[src/rtl/osp_pkg.sv]
package osp_pkg;
  typedef enum logic {
    TRIG_SW  = 1'b0,
    TRIG_EXT = 1'b1
  } trig_src_e;
endpackage

[src/rtl/osp_trig_front.sv]
module osp_trig_front
  import osp_pkg::*;
#(
  parameter int SYNC_STAGES = 2
) (
  input  logic      clk,
  input  logic      rst,
  input  trig_src_e mode_i,
  input  logic      sw_i,
  input  logic      ext_i,
  output logic      edge_o
);
  localparam int LAST = SYNC_STAGES - 1;

  logic [SYNC_STAGES-1:0] ext_sync;
  logic                   ext_prev;
  logic                   sw_cur;
  logic                   sw_prev;
  logic                   ext_rise;
  logic                   sw_rise;

  generate
    if (SYNC_STAGES == 1) begin : g_sync_one
      always_ff @(posedge clk) begin
        if (rst) ext_sync <= '0;
        else     ext_sync <= ext_i;
      end
    end else begin : g_sync_chain
      always_ff @(posedge clk) begin
        if (rst) ext_sync <= '0;
        else     ext_sync <= {ext_sync[SYNC_STAGES-2:0], ext_i};
      end
    end
  endgenerate

  always_ff @(posedge clk) begin
    if (rst) begin
      ext_prev <= 1'b0;
      sw_cur   <= 1'b0;
      sw_prev  <= 1'b0;
    end else begin
      ext_prev <= ext_sync[LAST];
      sw_cur   <= sw_i;
      sw_prev  <= sw_cur;
    end
  end

  assign ext_rise = ext_sync[LAST] & ~ext_prev;
  assign sw_rise  = sw_cur & ~sw_prev;

  always_comb begin
    if (mode_i == TRIG_EXT) edge_o = ext_rise;
    else                    edge_o = sw_rise;
  end
endmodule

[src/rtl/osp_width_regs.sv]
module osp_width_regs #(
  parameter int WIDTH_W     = 8,
  parameter int RESET_WIDTH = 20
) (
  input  logic               clk,
  input  logic               rst,
  input  logic               wr_en_i,
  input  logic [WIDTH_W-1:0] wr_data_i,
  input  logic               load_i,
  output logic [WIDTH_W-1:0] shadow_o,
  output logic [WIDTH_W-1:0] active_o
);
  localparam logic [WIDTH_W-1:0] INIT_W = WIDTH_W'(RESET_WIDTH);

  logic [WIDTH_W-1:0] shadow_q;
  logic [WIDTH_W-1:0] active_q;

  always_ff @(posedge clk) begin
    if (rst) begin
      shadow_q <= INIT_W;
      active_q <= INIT_W;
    end else begin
      if (wr_en_i) shadow_q <= wr_data_i;
      if (load_i)  active_q <= shadow_q;
    end
  end

  assign shadow_o = shadow_q;
  assign active_o = active_q;
endmodule

[src/rtl/osp_pulse_core.sv]
module osp_pulse_core #(
  parameter int WIDTH_W = 8
) (
  input  logic               clk,
  input  logic               rst,
  input  logic               edge_i,
  input  logic [WIDTH_W-1:0] shadow_i,
  input  logic [WIDTH_W-1:0] active_i,
  output logic               load_o,
  output logic               pulse_o
);
  logic [WIDTH_W-1:0] cnt_q;
  logic               pulse_q;
  logic               accept;
  logic               start;
  logic               done;

  assign accept = edge_i & ~pulse_q;
  assign start  = accept & (shadow_i != '0);
  assign done   = pulse_q & (cnt_q == active_i);
  assign load_o = accept;

  always_ff @(posedge clk) begin
    if (rst) begin
      cnt_q   <= '0;
      pulse_q <= 1'b0;
    end else if (start) begin
      cnt_q   <= WIDTH_W'(1);
      pulse_q <= 1'b1;
    end else if (done) begin
      cnt_q   <= '0;
      pulse_q <= 1'b0;
    end else if (pulse_q) begin
      cnt_q   <= cnt_q + WIDTH_W'(1);
    end
  end

  assign pulse_o = pulse_q;
endmodule

[src/rtl/osp_evt_tally.sv]
module osp_evt_tally #(
  parameter int IRQ_EVERY = 3
) (
  input  logic clk,
  input  logic rst,
  input  logic edge_i,
  output logic irq_o
);
  localparam int TW = (IRQ_EVERY > 2) ? $clog2(IRQ_EVERY) : 1;
  localparam logic [TW-1:0] TOP = TW'(IRQ_EVERY - 1);

  logic [TW-1:0] tally_q;
  logic          irq_q;

  always_ff @(posedge clk) begin
    if (rst) begin
      tally_q <= '0;
      irq_q   <= 1'b0;
    end else begin
      irq_q <= 1'b0;
      if (edge_i) begin
        if (tally_q == TOP) begin
          tally_q <= '0;
          irq_q   <= 1'b1;
        end else begin
          tally_q <= tally_q + TW'(1);
        end
      end
    end
  end

  assign irq_o = irq_q;
endmodule

[src/rtl/oneshot_pulse_gen.sv]
module oneshot_pulse_gen
  import osp_pkg::*;
#(
  parameter int WIDTH_W     = 8,
  parameter int RESET_WIDTH = 20,
  parameter int SYNC_STAGES = 2,
  parameter int IRQ_EVERY   = 3
) (
  input  logic               clk,
  input  logic               rst,
  input  logic               trig_mode_i,
  input  logic               sw_trig_i,
  input  logic               ext_trig_i,
  input  logic               shadow_we_i,
  input  logic [WIDTH_W-1:0] shadow_wdata_i,
  output logic               pulse_o,
  output logic               irq_o
);
  logic               trig_edge;
  logic               load_act;
  logic [WIDTH_W-1:0] shd_width;
  logic [WIDTH_W-1:0] act_width;

  osp_trig_front #(.SYNC_STAGES(SYNC_STAGES)) u_front (
    .clk    (clk),
    .rst    (rst),
    .mode_i (trig_src_e'(trig_mode_i)),
    .sw_i   (sw_trig_i),
    .ext_i  (ext_trig_i),
    .edge_o (trig_edge)
  );

  osp_width_regs #(.WIDTH_W(WIDTH_W), .RESET_WIDTH(RESET_WIDTH)) u_regs (
    .clk       (clk),
    .rst       (rst),
    .wr_en_i   (shadow_we_i),
    .wr_data_i (shadow_wdata_i),
    .load_i    (load_act),
    .shadow_o  (shd_width),
    .active_o  (act_width)
  );

  osp_pulse_core #(.WIDTH_W(WIDTH_W)) u_core (
    .clk      (clk),
    .rst      (rst),
    .edge_i   (trig_edge),
    .shadow_i (shd_width),
    .active_i (act_width),
    .load_o   (load_act),
    .pulse_o  (pulse_o)
  );

  osp_evt_tally #(.IRQ_EVERY(IRQ_EVERY)) u_tally (
    .clk    (clk),
    .rst    (rst),
    .edge_i (trig_edge),
    .irq_o  (irq_o)
  );
endmodule

[config.mk]
export PLATFORM = sky130hd
export DESIGN_NAME = oneshot_pulse_gen
export DESIGN_NICKNAME = d
export VERILOG_FILES = /design/src/rtl/osp_pkg.sv /design/src/rtl/osp_trig_front.sv /design/src/rtl/osp_width_regs.sv /design/src/rtl/osp_pulse_core.sv /design/src/rtl/osp_evt_tally.sv /design/src/rtl/oneshot_pulse_gen.sv
export SDC_FILE = /design/constraint.sdc
export NUM_CORES = 1
export LEC_CHECK = 0
export ABC_AREA = 1
export ABC_CLOCK_PERIOD_IN_PS = 1470
export CORE_MARGIN = 3
export CORE_UTILIZATION = 30
export DETAILED_ROUTE_END_ITERATION = 8
export GPL_TIMING_DRIVEN = 1
export SYNTH_ARGS = -nofsm -noshare
export SYNTH_HDL_FRONTEND = slang
export SYNTH_HIERARCHICAL = 1
export SYNTH_SLANG_ARGS = --single-unit
[constraint.sdc]
create_clock -name clk -period 1.47 [get_ports clk]
set_input_delay 0.294 -clock clk [delete_from_list [all_inputs] [get_ports clk]]
set_output_delay 0.294 -clock clk [all_outputs]
set_load 0.05 [all_outputs]
==> impl_metrics.toml, run 1 <==
[floorplanning]
rows = 25
die_h_um = 76.7
core_area_um2 = 4790
dieWidth_um = 76.7
die_area_um2 = 5890
io_pins = 16
start_util_pct = 31.3

[synthesis]
synth_edf_count = 0
postSynthAreaPerCell_um2 = 6.91
synth_area_leaders = "dfxtp_1, nand2_1, nor2_1, inv_1, xnor2_1"
synth_top_area_share_pct = 44.0
synth.most_common_cell = "nand2_1"
synth_seq_cells = 33
synth_area_leader_cell = "dfxtp_1"
synthCells = 217
synth-seq-area-share_pct = 44.0
async_reset_ff_share_pct = 0
synthTopCellsByCount = "nand2_1, nor2_1, dfxtp_1, inv_1, nand3_1"
syn_area_um2 = 1500
synth_nets = 232
synthFlopType = "dfxtp_1"
ys_types = 19
yosysWarnings = 6

[pwr]
p_clk_share_pct = 45.2
comb_power_share_pct = 10.8
ir_worst_vdd_v = 0.000599
p_sw_share_pct = 22.0
switching_power_mw = 0.489
intPower_mw = 1.73
power_frac_seq_pct = 44.0
power.leakage_nw = 0.840
p_per_area_nw_per_um2 = 1170

[timing]
slew_headroom_pct = 81.8
tightest_slew_ns = 0.273
fin_skew_ns = 0.00443
hold_violations = 0
maxSlewViolCount = 0
setup_viol = 0
max_freq_mhz = 732
finalCriticalPeriod_ns = 1.37
rsz0062_at_grt = "no"
whs_ns = 0.406
layout_worst_path_cycle_share_pct = 92.9

[finish]
drive_gt1_share_pct = 10.4
nNetsFinal = 255
postLayoutCoreUtil_pct = 39.7
area_delta_synth_final_pct = 26.6
antenna_cells = 0

[clock_network]
cts.htree.levels = 2
post_cts_buffers = 0
cts_sinks = 33
cts_tree = "done"
cts_root_buffer = "clkbuf_8"
cts.path.max_buffers = 2
clkTransAtPathRegs_ns = 0.07
hold_buffers = 0
clk_latency_ns = 0.28
numCtsBuffers = 5
cts.repair.resized = 0

[worst_setup_path]
critical_path_class = "reg2out"
r2r_slack_ns = 0.20
crit_chain = "buf_4 -> buf_12"
max_stage_delay_ns = 0.45
cp.buffers_inverters = 2
crit_fanout = 6
crit_arrival_ns = 1.07
crit_required_ns = 1.18
slowest_stage = "dfxtp_1"
crit_family = "flip-flops"
cp-end-kind = "output port"
cp-start-kind = "flip-flop"

[place]
io_buffers = 15
hpwlAfterDp_um = 1860
place.gp.congestion = 0.724

[flow_run]
drv_cap = 0

[detailed_routing]
drtPass1Iterations = 2
drt-initial-drc-count = 63
antenna_left = 0
wl_per_cell_um = 8.24
drcViolationCount = 0
vias = 1220
wl_um = 2540
viasPerCell = 3.96

[global_routing]
gr-total-overflow = 0
grtUsageMet3_pct = 3.52
globalRouteMet1Util_pct = 11.7
grt_max_degree = 17
grtUsageTotal_pct = 9.89
first_global_vias = 1118
antenna_found_initial = 0
top_usage_layer = "met2"
grt_util_met2_pct = 15.6
grt_pass1_wl_um = 4620

[min_path]
hold_class = "reg2reg"

[status]
outcome = "finished, final reports clean"
[worst min-delay path, delay by kind of cell (launching register included)]
| family | cells | cell delay [ns] |
|---|---|---|
| flip-flops | 1 | 0.30 |
| buffers and inverters | 1 | 0.04 |
| AND/OR/NAND/NOR | 1 | 0.03 |
[cell usage in the layout (no fill, tap or decap)]
| cell | n |
|---|---|
| nand2_1 | 57 |
| nor2_1 | 52 |
| inv_1 | 33 |
| dfxtp_1 | 33 |
| clkdlybuf4s50_1 | 13 |
| nand3_1 | 9 |
| xnor2_1 | 7 |
| clkbuf_8 | 5 |
| a21oi_1 | 5 |
| buf_4 | 4 |
| xor2_1 | 4 |
| buf_12 | 3 |
| inv_2 | 3 |
| bufinv_16 | 2 |
| nor3_2 | 2 |
| a21oi_2 | 2 |
| clkinv_2 | 1 |
| inv_4 | 1 |
| nand2_2 | 1 |
| o21ai_4 | 1 |
| nand4_1 | 1 |
| ha_1 | 1 |
| o21ai_1 | 1 |
[routing by layer]
layer  share of wire, %  routed length (um)
met1                 50                1260
met2                 44                1110
met3                4.1                 105
met4                2.2                  56
met5                  0                   0
[power by group through the flow]
stage                     Combinational (mW)  Clock, mW  Sequential [mW]
after floorplan                        0.157          0            0.995
after global placement                 0.239          0            0.998
after detailed placement               0.242          0            0.999
after CTS                              0.243       1.04            0.978
after global routing                   0.277       1.07            0.986
final                                  0.240       1.00            0.977
[through the flow]
stage | area (um2) | power, mW | TNS, ns | setup WS [ns] | cells
floorplan | 1500 | 1.15 | 0 | 0.00910 | 217
global placement | 1770 | 1.24 | -0.822 | -0.0896 | 300
detailed placement | 1770 | 1.24 | -1.15 | -0.130 | 300
CTS | 1900 | 2.26 | 0 | 0.0872 | 308
global route | 1900 | 2.33 | 0 | 0.0456 | 308
finish | 1900 | 2.22 | 0 | 0.104 | 308
[registers in the layout, indices dropped and copies added, names as in the netlist]
| register | cells |
|---|---|
| u_core/cnt_q | 8 |
| u_front/ext_prev | 1 |
| u_regs/shadow_o | 8 |
| u_core/pulse_o | 1 |
| u_front/sw_prev | 1 |
| u_front/ext_sync | 2 |
| u_tally/irq_o | 1 |
| u_tally/tally_q | 2 |
| u_front/sw_cur | 1 |
| u_regs/active_o | 8 |
[path summary, 6_finish.rpt]
kind | from | end | depth (start not counted)
hold / removal | u_front/ext_sync[0] | u_front/ext_sync[1] | 2
setup / recovery | u_core/pulse_o | pulse_o | 2
hold reg to reg | u_front/ext_sync[0] | u_front/ext_sync[1] | 2
setup reg to reg | u_core/cnt_q[3] | u_core/cnt_q[3] | 6
[area by class of cell]
cell class              instances  area (um2)
repair buffers                 20         220
inverters                      37         141
clock buffers                   5        68.8
well taps                      67        83.8
fillers                       514        2890
flip-flops and latches         33         661
clock inverters                 3        65.1
multi-input cells             143         659
[kinds of logic (layout without fill, tap and decap cells)]
| family | count (synthesis) | after routing | share of synthesized area [%] |
|---|---|---|---|
| xor+xnor | 11 | 11 | 6.42 |
| simple gates | 122 | 122 | 32.4 |
| fa+ha+maj | 1 | 1 | 0.834 |
| buf+inv | 41 | 65 | 12.0 |
| flops | 33 | 33 | 44.0 |
| compound gates | 9 | 9 | 4.25 |
(Power assumes the default switching activity.)
==> inputs of run 2 (changes only) <==
--- a/config.mk
+++ b/config.mk
@@ -9,8 +9,10 @@
 export ABC_CLOCK_PERIOD_IN_PS = 1470
 export CORE_MARGIN = 3
 export CORE_UTILIZATION = 30
+export CTS_CLUSTER_DIAMETER = 150
 export DETAILED_ROUTE_END_ITERATION = 8
 export GPL_TIMING_DRIVEN = 1
+export SETUP_SLACK_MARGIN = 0.5
 export SYNTH_ARGS = -nofsm -noshare
 export SYNTH_HDL_FRONTEND = slang
 export SYNTH_HIERARCHICAL = 1
==> run 2 against run 1 <==
Net effect:
- clock skew rose by 0.00095 ns
- critical path depth up 6
- fmax is 13% higher
- sequential share of layout area is 2.8 points lower
- clock power decreased by 11%
- critical endpoint is now u_core/cnt_q[4]
- largest cell class is now multi-input combinational cells
==> impl_metrics.toml, run 2 (synthesis results as in run 1) <==
[timing]
whs_ns = 0.404
max_freq_mhz = 827
fin_skew_ns = 0.00538
slew_headroom_pct = 75.9
setup_viol = 0
hold_violations = 0
tightest_slew_ns = 0.361
tns_ns = 0
finalCriticalPeriod_ns = 1.21
layout_worst_path_cycle_share_pct = 82.3
rsz0062_at_grt = "yes"
maxSlewViolCount = 0
setup_slack_ns = 0.260

[finish]
area.sequential_um2 = 693
layout.cells.non_filler = 316
area_delta_synth_final_pct = 44.3
nFillCells = 470
drive_gt1_share_pct = 36.5
final_cell_mix = "nor2_1, nand2_1, inv_1"
multi_input_area_um2 = 835
nNetsFinal = 263
layout_commonest_cell = "nor2_1"
antenna_cells = 0

[clock_network]
cts_root_buffer = "clkbuf_8"
numCtsBuffers = 5
cts.path.max_buffers = 2
cts.htree.levels = 2
cts_sinks = 33
cts_tree = "done"
clkTransAtPathRegs_ns = 0.07
clk_latency_ns = 0.28

[pwr]
switching_power_mw = 0.541
comb_power_share_pct = 14.1
p_sw_share_pct = 24.8
power.leakage_nw = 0.942
p_clk_share_pct = 40.7
ir_worst_vdd_v = 0.000487
p_per_area_nw_per_um2 = 1010
power_frac_seq_pct = 45.2
finalPower_mw = 2.18
intPower_mw = 1.64

[worst_setup_path]
cp-end-kind = "flip-flop"
crit_family = "simple AND/OR/NAND/NOR gates"
critPathMostFrequentCell = "nand2_1"
crit_fanout = 7
crit_required_ns = 1.64
cp.buffers_inverters = 1
crit_chain = "inv_1 -> nand2_1 -> nand2_1 -> nand2_1 -> nor2_2 -> nand2_2 -> o21ai_4 -> nor2_1"
crit_arrival_ns = 1.38
critical_path_class = "reg2reg"
max_stage_delay_ns = 0.34
slowest_stage = "dfxtp_2"
cp-start-kind = "flip-flop"

[global_routing]
antenna_found_initial = 0
gr-total-overflow = 0
first_global_vias = 1209
grt_max_degree = 17
grtUsageTotal_pct = 10.5
grt_pass1_wl_um = 4870

[floorplanning]
die_h_um = 76.7
io_pins = 16
rows = 25
start_util_pct = 31.3
dieWidth_um = 76.7
die_area_um2 = 5890
core_area_um2 = 4790

[detailed_routing]
drt-initial-drc-count = 64
drtPass1Iterations = 4
wl_per_cell_um = 9.25
vias = 1285
wl_um = 2920
viasPerCell = 4.07
antenna_left = 0
drcViolationCount = 0

[min_path]
hold_class = "reg2reg"

[status]
outcome = "finished, final reports clean"

[flow_run]
drv_cap = 0

[place]
hpwlAfterDp_um = 1820
place.gp.congestion = 0.697
dp_slack_ns = -0.101
io_buffers = 15
dpl.cell_count = 298
run 2: cell count changes in the layout (fill, tap and decap cells not counted), moves of 6 or more:
cell | before | now
dfxtp_1 | 33 | 17
dfxtp_2 | 0 | 11
nand2_1 | 57 | 41
nand2_2 | 1 | 12
nand3_1 | 9 | 3
nand3_2 | 0 | 6
nor2_1 | 52 | 44
nor2_2 | 0 | 7
run 2: worst reg2reg max path, stage by stage, from the launching register on:
cell and delay (ns):
dfxtp_2 0.34, inv_1 0.08, nand2_1 0.05, nand2_1 0.05, nand2_1 0.05, nor2_2 0.11
nand2_2 0.08, o21ai_4 0.23, nor2_1 0.08
run 2: timing repair:
action,in CTS,in global routing
hold buffers,0,0
pin swaps,15,30
endpoints found under the setup margin,35,22
resized for setup,28,43
setup buffers,6,3
gates cloned,1,0
run 2: power groups by stage:
stage                     registers (mW)  logic (mW)  clock network, mW
final                              0.984       0.306              0.887
after global routing               0.991       0.342              0.960
after CTS                          0.978       0.260              0.915
after detailed placement            1.00       0.233                  0
after global placement              1.00       0.230                  0
after floorplan                    0.995       0.164                  0
run 2: routing by layer:
metal | up-vias | GRT usage, % | share of wire (%)
met2 | 19 | 17.9 | 49
met1 | 560 | 11.1 | 45
met5 | - | 0 | 0
met3 | 6 | 5.28 | 4.3
li1 | 700 | - | -
met4 | 0 | 3.80 | 2.2
run 2: area by class of cell:
type / count / area share [%]
clock buffers: 6 / 3.82
clock inverters: 2 / 1.68
inverters: 37 / 7.34
multi-input cells: 143 / 38.6
flip-flops and latches: 33 / 32.0
well taps: 67 / 3.87
repair buffers: 27 / 12.4
repair inverters: 1 / 0.289
run 2: stage by stage:
| stage | util [%] | instance area, um2 |
|---|---|---|
| 3_3_place_gp | 36.9 | 1760 |
| 2_1_floorplan | - | 1530 |
| 5_1_grt | 45.2 | 2160 |
| 4_1_cts | 41.9 | 2010 |
| 3_5_place_dp | 36.9 | 1760 |
| 6_report | 45.2 | 2160 |
run 2: final timing paths:
kind | startpoint | end | slack (ns) | cells past startpoint
setup / recovery | u_core/cnt_q[5] | u_core/cnt_q[4] | 0.26 | 8
hold / removal | u_front/ext_sync[0] | u_front/ext_sync[1] | 0.40 | 2
setup reg to reg | u_core/cnt_q[5] | u_core/cnt_q[4] | 0.26 | 8
hold reg to reg | u_front/ext_sync[0] | u_front/ext_sync[1] | 0.40 | 2
